`config.mk`:
```
export PLATFORM = sky130hd
export DESIGN_NAME = edo_strobe_decoder
export DESIGN_NICKNAME = d
export VERILOG_FILES = /design/src/rtl/edo_dec_pkg.sv /design/src/rtl/strobe_sync.sv /design/src/rtl/strobe_edges.sv /design/src/rtl/refresh_row_ctr.sv /design/src/rtl/edo_strobe_decoder.sv
export SDC_FILE = /design/constraint.sdc
export NUM_CORES = 1
export LEC_CHECK = 0
export BUFFER_PORTS_ARGS = -buffer_cell sky130_fd_sc_hd__buf_4
export CORE_MARGIN = 1.5
export CORE_UTILIZATION = 60
export CTS_CLUSTER_SIZE = 28
export DETAILED_ROUTE_END_ITERATION = 10
export PLACE_DENSITY = 0.81
export SYNTH_ARGS = -nofsm -noshare
export SYNTH_HDL_FRONTEND = slang
export SYNTH_SLANG_ARGS = --single-unit
```
`constraint.sdc`:
```
create_clock -name clk -period 6.2 [get_ports clk]
set_clock_uncertainty 0.05 [all_clocks]
set_input_delay 0.31 -clock clk [delete_from_list [all_inputs] [get_ports clk]]
set_output_delay 0.31 -clock clk [all_outputs]
set_load 0.02 [all_outputs]
```
`src/rtl/edo_dec_pkg.sv`:
```
package edo_dec_pkg;
    typedef enum logic [3:0] {
        OP_NONE    = 4'd0,
        OP_READ    = 4'd1,
        OP_EWRITE  = 4'd2,
        OP_LWRITE  = 4'd3,
        OP_RMW     = 4'd4,
        OP_RONLY   = 4'd5,
        OP_CBR     = 4'd6,
        OP_HIDDEN  = 4'd7,
        OP_PGREAD  = 4'd8,
        OP_PGWRITE = 4'd9
    } dram_op_e;

    typedef enum logic [2:0] {
        ST_IDLE, ST_ROW, ST_PGAP, ST_RD, ST_WR, ST_HOLD, ST_HID, ST_CBR
    } dec_state_e;

    localparam int PIN_W = 5;

    function automatic logic is_access(input dram_op_e op);
        return (op == OP_READ)   || (op == OP_EWRITE) || (op == OP_LWRITE) ||
               (op == OP_RMW)    || (op == OP_PGREAD) || (op == OP_PGWRITE);
    endfunction
endpackage

```
`src/rtl/strobe_sync.sv`:
```
module strobe_sync #(
    parameter int W = 5
) (
    input  logic         clk,
    input  logic         rst_n,
    input  logic [W-1:0] pin_i,
    output logic [W-1:0] pin_o
);
    // each strobe idles high, so both stages reset to 1
    for (genvar i = 0; i < W; i++) begin : g_bit
        logic meta_q, stab_q;
        always_ff @(posedge clk or negedge rst_n) begin
            if (!rst_n) begin
                meta_q <= 1'b1;
                stab_q <= 1'b1;
            end else begin
                meta_q <= pin_i[i];
                stab_q <= meta_q;
            end
        end
        assign pin_o[i] = stab_q;
    end
endmodule

```
`src/rtl/strobe_edges.sv`:
```
module strobe_edges (
    input  logic clk,
    input  logic rst_n,
    input  logic ras_s,
    input  logic lcas_s,
    input  logic ucas_s,
    input  logic we_s,
    input  logic oe_s,
    output logic cas_act,
    output logic ras_fall,
    output logic ras_rise,
    output logic cas_fall,
    output logic cas_rise,
    output logic we_fall,
    output logic oe_fall
);
    logic ras_q, cas_q, we_q, oe_q;

    // merged column strobe: active while either lane strobe is low
    assign cas_act = ~lcas_s | ~ucas_s;

    always_ff @(posedge clk or negedge rst_n) begin
        if (!rst_n) begin
            ras_q <= 1'b1;
            cas_q <= 1'b0;
            we_q  <= 1'b1;
            oe_q  <= 1'b1;
        end else begin
            ras_q <= ras_s;
            cas_q <= cas_act;
            we_q  <= we_s;
            oe_q  <= oe_s;
        end
    end

    assign ras_fall = ras_q & ~ras_s;
    assign ras_rise = ~ras_q & ras_s;
    assign cas_fall = cas_act & ~cas_q;
    assign cas_rise = ~cas_act & cas_q;
    assign we_fall  = we_q & ~we_s;
    assign oe_fall  = oe_q & ~oe_s;
endmodule

```
`src/rtl/refresh_row_ctr.sv`:
```
module refresh_row_ctr #(
    parameter int ROW_W = 10
) (
    input  logic             clk,
    input  logic             rst_n,
    input  logic             inc,
    output logic [ROW_W-1:0] count
);
    always_ff @(posedge clk or negedge rst_n) begin
        if (!rst_n)   count <= '0;
        else if (inc) count <= count + 1'b1;
    end

    AST_ROW_WRAP: assert property (@(posedge clk) disable iff (!rst_n)
        (inc && count == '1) |=> (count == '0));
    AST_ROW_STEP: assert property (@(posedge clk) disable iff (!rst_n)
        (inc && count != '1) |=> (count == $past(count) + 1'b1));
    AST_ROW_HOLD: assert property (@(posedge clk) disable iff (!rst_n)
        !inc |=> $stable(count));
endmodule

```
`src/rtl/edo_strobe_decoder.sv`:
```
module edo_strobe_decoder
    import edo_dec_pkg::*;
#(
    parameter int ROW_W = 10
) (
    input  logic             clk,
    input  logic             rst_n,
    input  logic             ras_n,
    input  logic             lcas_n,
    input  logic             ucas_n,
    input  logic             we_n,
    input  logic             oe_n,
    output logic             row_latch,
    output logic             col_latch,
    output logic [3:0]       op_code,
    output logic [1:0]       op_lanes,
    output logic [1:0]       drive_en,
    output logic [ROW_W-1:0] ref_row
);
    logic [PIN_W-1:0] sync_v;
    logic ras_s, lcas_s, ucas_s, we_s, oe_s;
    logic cas_act, ras_fall, ras_rise, cas_fall, cas_rise, we_fall, oe_fall;

    strobe_sync #(.W(PIN_W)) u_sync (
        .clk   (clk),
        .rst_n (rst_n),
        .pin_i ({ras_n, lcas_n, ucas_n, we_n, oe_n}),
        .pin_o (sync_v)
    );
    assign {ras_s, lcas_s, ucas_s, we_s, oe_s} = sync_v;

    strobe_edges u_edges (
        .clk      (clk),
        .rst_n    (rst_n),
        .ras_s    (ras_s),
        .lcas_s   (lcas_s),
        .ucas_s   (ucas_s),
        .we_s     (we_s),
        .oe_s     (oe_s),
        .cas_act  (cas_act),
        .ras_fall (ras_fall),
        .ras_rise (ras_rise),
        .cas_fall (cas_fall),
        .cas_rise (cas_rise),
        .we_fall  (we_fall),
        .oe_fall  (oe_fall)
    );

    dec_state_e st_q, st_n;
    logic       rd_q, rd_n;      // a read has been issued in this column cycle
    logic       pg_q, pg_n;      // current column cycle is a page cycle
    dram_op_e   op_n;
    logic       row_n, col_n, ref_inc;
    logic [1:0] lanes_now, lanes_n, drive_n;

    assign lanes_now = {~ucas_s, ~lcas_s};

    // next-state and next-output decode
    always_comb begin
        st_n    = st_q;
        rd_n    = rd_q;
        pg_n    = pg_q;
        op_n    = OP_NONE;
        row_n   = 1'b0;
        col_n   = 1'b0;
        ref_inc = 1'b0;
        unique case (st_q)
            ST_IDLE: begin
                if (ras_fall) begin
                    if (cas_act) begin
                        st_n = ST_CBR;
                        op_n = OP_CBR;
                    end else begin
                        st_n  = ST_ROW;
                        row_n = 1'b1;
                        rd_n  = 1'b0;
                        pg_n  = 1'b0;
                    end
                end
            end
            ST_ROW, ST_PGAP: begin
                if (ras_rise) begin
                    st_n = ST_IDLE;
                    if (st_q == ST_ROW) op_n = OP_RONLY;
                end else if (cas_fall) begin
                    col_n = 1'b1;
                    pg_n  = (st_q == ST_PGAP);
                    rd_n  = 1'b0;
                    if (!we_s) begin
                        st_n = ST_WR;
                        op_n = (st_q == ST_PGAP) ? OP_PGWRITE : OP_EWRITE;
                    end else begin
                        st_n = ST_RD;
                        if (!oe_s) begin
                            op_n = (st_q == ST_PGAP) ? OP_PGREAD : OP_READ;
                            rd_n = 1'b1;
                        end
                    end
                end
            end
            ST_RD: begin
                if (cas_rise) begin
                    st_n = ras_s ? ST_IDLE : ST_PGAP;
                end else if (ras_rise) begin
                    st_n = ST_HOLD;
                end else if (we_fall) begin
                    st_n = ST_WR;
                    op_n = oe_s ? OP_LWRITE : OP_RMW;
                    rd_n = 1'b0;
                end else if (oe_fall && !rd_q) begin
                    op_n = pg_q ? OP_PGREAD : OP_READ;
                    rd_n = 1'b1;
                end
            end
            ST_WR: begin
                if (cas_rise)      st_n = ras_s ? ST_IDLE : ST_PGAP;
                else if (ras_rise) st_n = ST_HOLD;
            end
            ST_HOLD: begin
                if (cas_rise) begin
                    st_n = ST_IDLE;
                end else if (ras_fall) begin
                    st_n = ST_HID;
                    op_n = OP_HIDDEN;
                end
            end
            ST_HID: begin
                if (ras_rise) begin
                    st_n    = cas_rise ? ST_IDLE : ST_HOLD;
                    ref_inc = 1'b1;
                end else if (cas_rise) begin
                    st_n = ST_CBR;
                end
            end
            ST_CBR: begin
                if (ras_rise) begin
                    st_n    = ST_IDLE;
                    ref_inc = 1'b1;
                end
            end
            default: st_n = ST_IDLE;
        endcase
        lanes_n = is_access(op_n) ? lanes_now : 2'b00;
        drive_n = (rd_n && (st_n inside {ST_RD, ST_HOLD, ST_HID}) && !oe_s && we_s)
                  ? lanes_now : 2'b00;
    end

    // state register
    always_ff @(posedge clk or negedge rst_n) begin
        if (!rst_n) begin
            st_q <= ST_IDLE;
            rd_q <= 1'b0;
            pg_q <= 1'b0;
        end else begin
            st_q <= st_n;
            rd_q <= rd_n;
            pg_q <= pg_n;
        end
    end

    // registered outputs
    always_ff @(posedge clk or negedge rst_n) begin
        if (!rst_n) begin
            row_latch <= 1'b0;
            col_latch <= 1'b0;
            op_code   <= OP_NONE;
            op_lanes  <= 2'b00;
            drive_en  <= 2'b00;
        end else begin
            row_latch <= row_n;
            col_latch <= col_n;
            op_code   <= op_n;
            op_lanes  <= lanes_n;
            drive_en  <= drive_n;
        end
    end

    refresh_row_ctr #(.ROW_W(ROW_W)) u_ref (
        .clk   (clk),
        .rst_n (rst_n),
        .inc   (ref_inc),
        .count (ref_row)
    );

    AST_CBR_QUIET: assert property (@(posedge clk) disable iff (!rst_n)
        (op_code == OP_CBR) |-> (!row_latch && drive_en == 2'b00));
    AST_RONLY_NO_COL: assert property (@(posedge clk) disable iff (!rst_n)
        (op_code == OP_RONLY) |-> (!col_latch && drive_en == 2'b00));
    AST_EWRITE_OFF: assert property (@(posedge clk) disable iff (!rst_n)
        (op_code == OP_EWRITE || op_code == OP_PGWRITE) |-> (drive_en == 2'b00));
    AST_LANE_LO_CAS: assert property (@(posedge clk) disable iff (!rst_n)
        drive_en[0] |-> ($past(lcas_n, 3) == 1'b0));
    AST_LANE_HI_CAS: assert property (@(posedge clk) disable iff (!rst_n)
        drive_en[1] |-> ($past(ucas_n, 3) == 1'b0));
    AST_ROW_PULSE: assert property (@(posedge clk) disable iff (!rst_n)
        row_latch |=> !row_latch);
    AST_LANES_ONLY_ACCESS: assert property (@(posedge clk) disable iff (!rst_n)
        (op_lanes != 2'b00) |-> (op_code != OP_NONE && op_code != OP_CBR &&
                                 op_code != OP_HIDDEN && op_code != OP_RONLY));
endmodule

```
==> qor.yml <==
status: "completed"
grt_overflow: 0
synth-edff-count: 0
synth.most_common_cell: "dfrtp_1"
clock_path_buffers: 2
critPathRequiredTime_ps: 6430
powerDensity_nw_per_um2: 365.2
grt_max_degree: 40
synth-seq-area-share: 0.5159
tritoncts: "built"
r2r_slack_ps: 3780
dpl.cell_count: 234
worst_path_max_delay_cell: "dfrtp_1"
finalMaxSlewViolations: 0
drc: 0
drtPass1Iterations: 5
final_cells: 248
root_buffer: "clkbuf_4"
grt_pass1_wl_mm: 6.886
fin_nets: 211
power_frac_seq: 0.459
crit_path_max_fanout: 15
gp_congestion: 0.9129
worst_slack_ps: 3777
cp_slowest_stage_delay_ps: 750
finalCritPeriodShare: 0.3908
dp_worst_setup_slack_ps: 3850
post_cts_resized: 0
critPathCaptureType: "flop"
die_y_um: 59.62
fin_util: 0.7361
netlist_instances: 173
p_clk_frac: 0.164
critPathKind: "reg -> reg"
regArea_sq_um: 992.2
antenna_found_initial: 0
cts.clk_slew.worst_paths_ps: 130
rsz0062_at_grt: "false"
synth-main-ff-cell: "dfrtp_1"
tns_ps: 0
vias: 1504
start_kind: "flop"
num_rows: 20
path_delay_family: "simple AND/OR/NAND/NOR gates"
synth.top_cell.area_share: 0.3383
io_pins: 27
core_sq_um: 3053
cts_sinks: 39
async_flop_share: 1.000
drt-initial-drc-count: 129
postRouteAntennaNets: 0
grt_use_total: 0.2674
wire_per_inst_um: 16.92
drt-total-wl_mm: 4.196
cts_buffers: 5
start_util: 0.6299
hold_class: "reg -> reg"
synth_area_sq_um: 1923
worstPathArrival_ps: 2650
path_cells: "inv_1 -> nor3_2 -> and4_1 -> and3_1 -> nand3_1 -> xnor2_1"
synth_seq_cells: 39
cts_setup_buffers: 0
htreeDepth: 2
finalPower_uw: 820.7
synth-warning-count: 0
worst_pin_slew_ps: 610.1
slew_headroom: 0.5933
ys_types: 54
timing.fmax_ghz: 0.4127
path_buf_inv: 1
io_buffers: 26
pwr-share-comb: 0.377
place_hpwl_mm: 2.933
multi_input_area_sq_um: 864.6
synth.largest_area_cell: "dfrtp_1"
grt_pass1_vias: 1422
hold_viol_final: 0
cap_violations: 0
netlist_top_cells_count: "dfrtp_1 (26), dfstp_2 (13), nand2_1 (10), xnor2_1 (10)"
switching_share: 0.4044
insertion_delay_ps: 360
syn_nets: 181
final.fill_count: 230
area_delta_synth_final_pct: 16.85
switchingPower_uw: 331.9
die_area_sq_um: 3554
syn_avg_cell_area_sq_um: 11.12
fp.dieW_um: 59.62
period_minus_slack_ps: 2423
avgViaCountPerCell: 6.065
drive_gt1_frac: 0.2941
p_int_uw: 488.8
synth.area.top_cells: "dfrtp_1 (34%), dfstp_2 (18%), xnor2_1 (4.6%)"
setup_viol: 0
ir_worst_vdd_v: 0.0002003
antenna_cells: 0
p_leak_uw: 0.0009748
cell usage in the layout, fill, tap and decap left out, types with 4 or more instances in the layout:
cell / instances
nand3_1: 8
clkbuf_4: 5
o211ai_1: 4
a21oi_1: 4
o21ai_0: 5
nand2b_1: 7
inv_1: 5
nor2_1: 8
buf_4: 26
xnor2_1: 10
dfstp_2: 13
nand2_1: 10
dfrtp_1: 26
dlygate4sd3_1: 6
and3_1: 4
o22ai_1: 4
metrics by stage:
step / cell area [sq um] / hold WS, ps
floorplan: 1923 / -35.59
global placement: 2126 / 241.7
detailed placement: 2126 / 252.2
CTS: 2247 / 317.4
global route: 2247 / 323.4
finish: 2247 / 315.6
worst reg2reg max path: stages, from the launching register on:
cell     delay, ps
dfrtp_1        750
inv_1          300
nor3_2         440
and4_1         300
and3_1         210
nand3_1        100
xnor2_1        190
registers in the layout, summed over array words and instances, names as in the netlist, 2 cells and up:
signal / cells
drive_en: 2
op_code: 4
op_lanes: 2
st_q: 3
u_ref.count: 10
u_sync.g_bit.meta_q: 5
u_sync.g_bit.stab_q: 5
power groups by stage:
stage          combinational [uW]  clock (uW)  sequential, uW
6_report                      309         134             377
5_1_grt                       338         149             385
4_1_cts                       308         140             374
3_5_place_dp                  304           0             379
3_3_place_gp                  301           0             376
2_1_floorplan                 240           0             359
final timing paths:
check | startpoint | end | cells past startpoint
max | st_q[2] | u_ref.count[9] | 6
min | u_sync.g_bit[4].meta_q | u_sync.g_bit[4].stab_q | 0
max reg2reg | st_q[2] | u_ref.count[9] | 6
min reg2reg | u_sync.g_bit[4].meta_q | u_sync.g_bit[4].stab_q | 0
max in group asynchronous | rst_n | u_sync.g_bit[2].stab_q | 2
min in group asynchronous | rst_n | op_lanes[1] | 2
logic make-up after synthesis:
group	count (synthesis)	synth area share
AO/OA/AOI/OAI	40	0.1646
XOR/XNOR	11	0.05010
adder cells (fa/ha/maj)	1	0.006505
buffers and inverters	14	0.03448
flip-flops	39	0.5159
multiplexers	5	0.02798
AND/OR/NAND/NOR	63	0.2004
per-layer routing:
layer / up-vias / track usage / share of wire
met5: - / 0 / 0
met4: 0 / 0.1492 / 0.036
met3: 13 / 0.05895 / 0.072
met2: 68 / 0.4113 / 0.48
met1: 723 / 0.3506 / 0.41
li1: 700 / - / -
timing repair:
action,4_1_cts,5_1_grt
endpoints found under the hold margin,31,0
hold buffers,6,0
endpoints found under the setup margin,0,0
final cells by class:
| class | count | share of cell area |
|---|---|---|
| clock buffers | 5 | 0.01670 |
| well taps | 44 | 0.02450 |
| multi-input cells | 120 | 0.3847 |
| repair buffers | 32 | 0.1136 |
| inverters | 5 | 0.008352 |
| flip-flops and latches | 39 | 0.4415 |
| clock inverters | 3 | 0.01058 |
No activity file was read; power rests on OpenSTA's default activity.
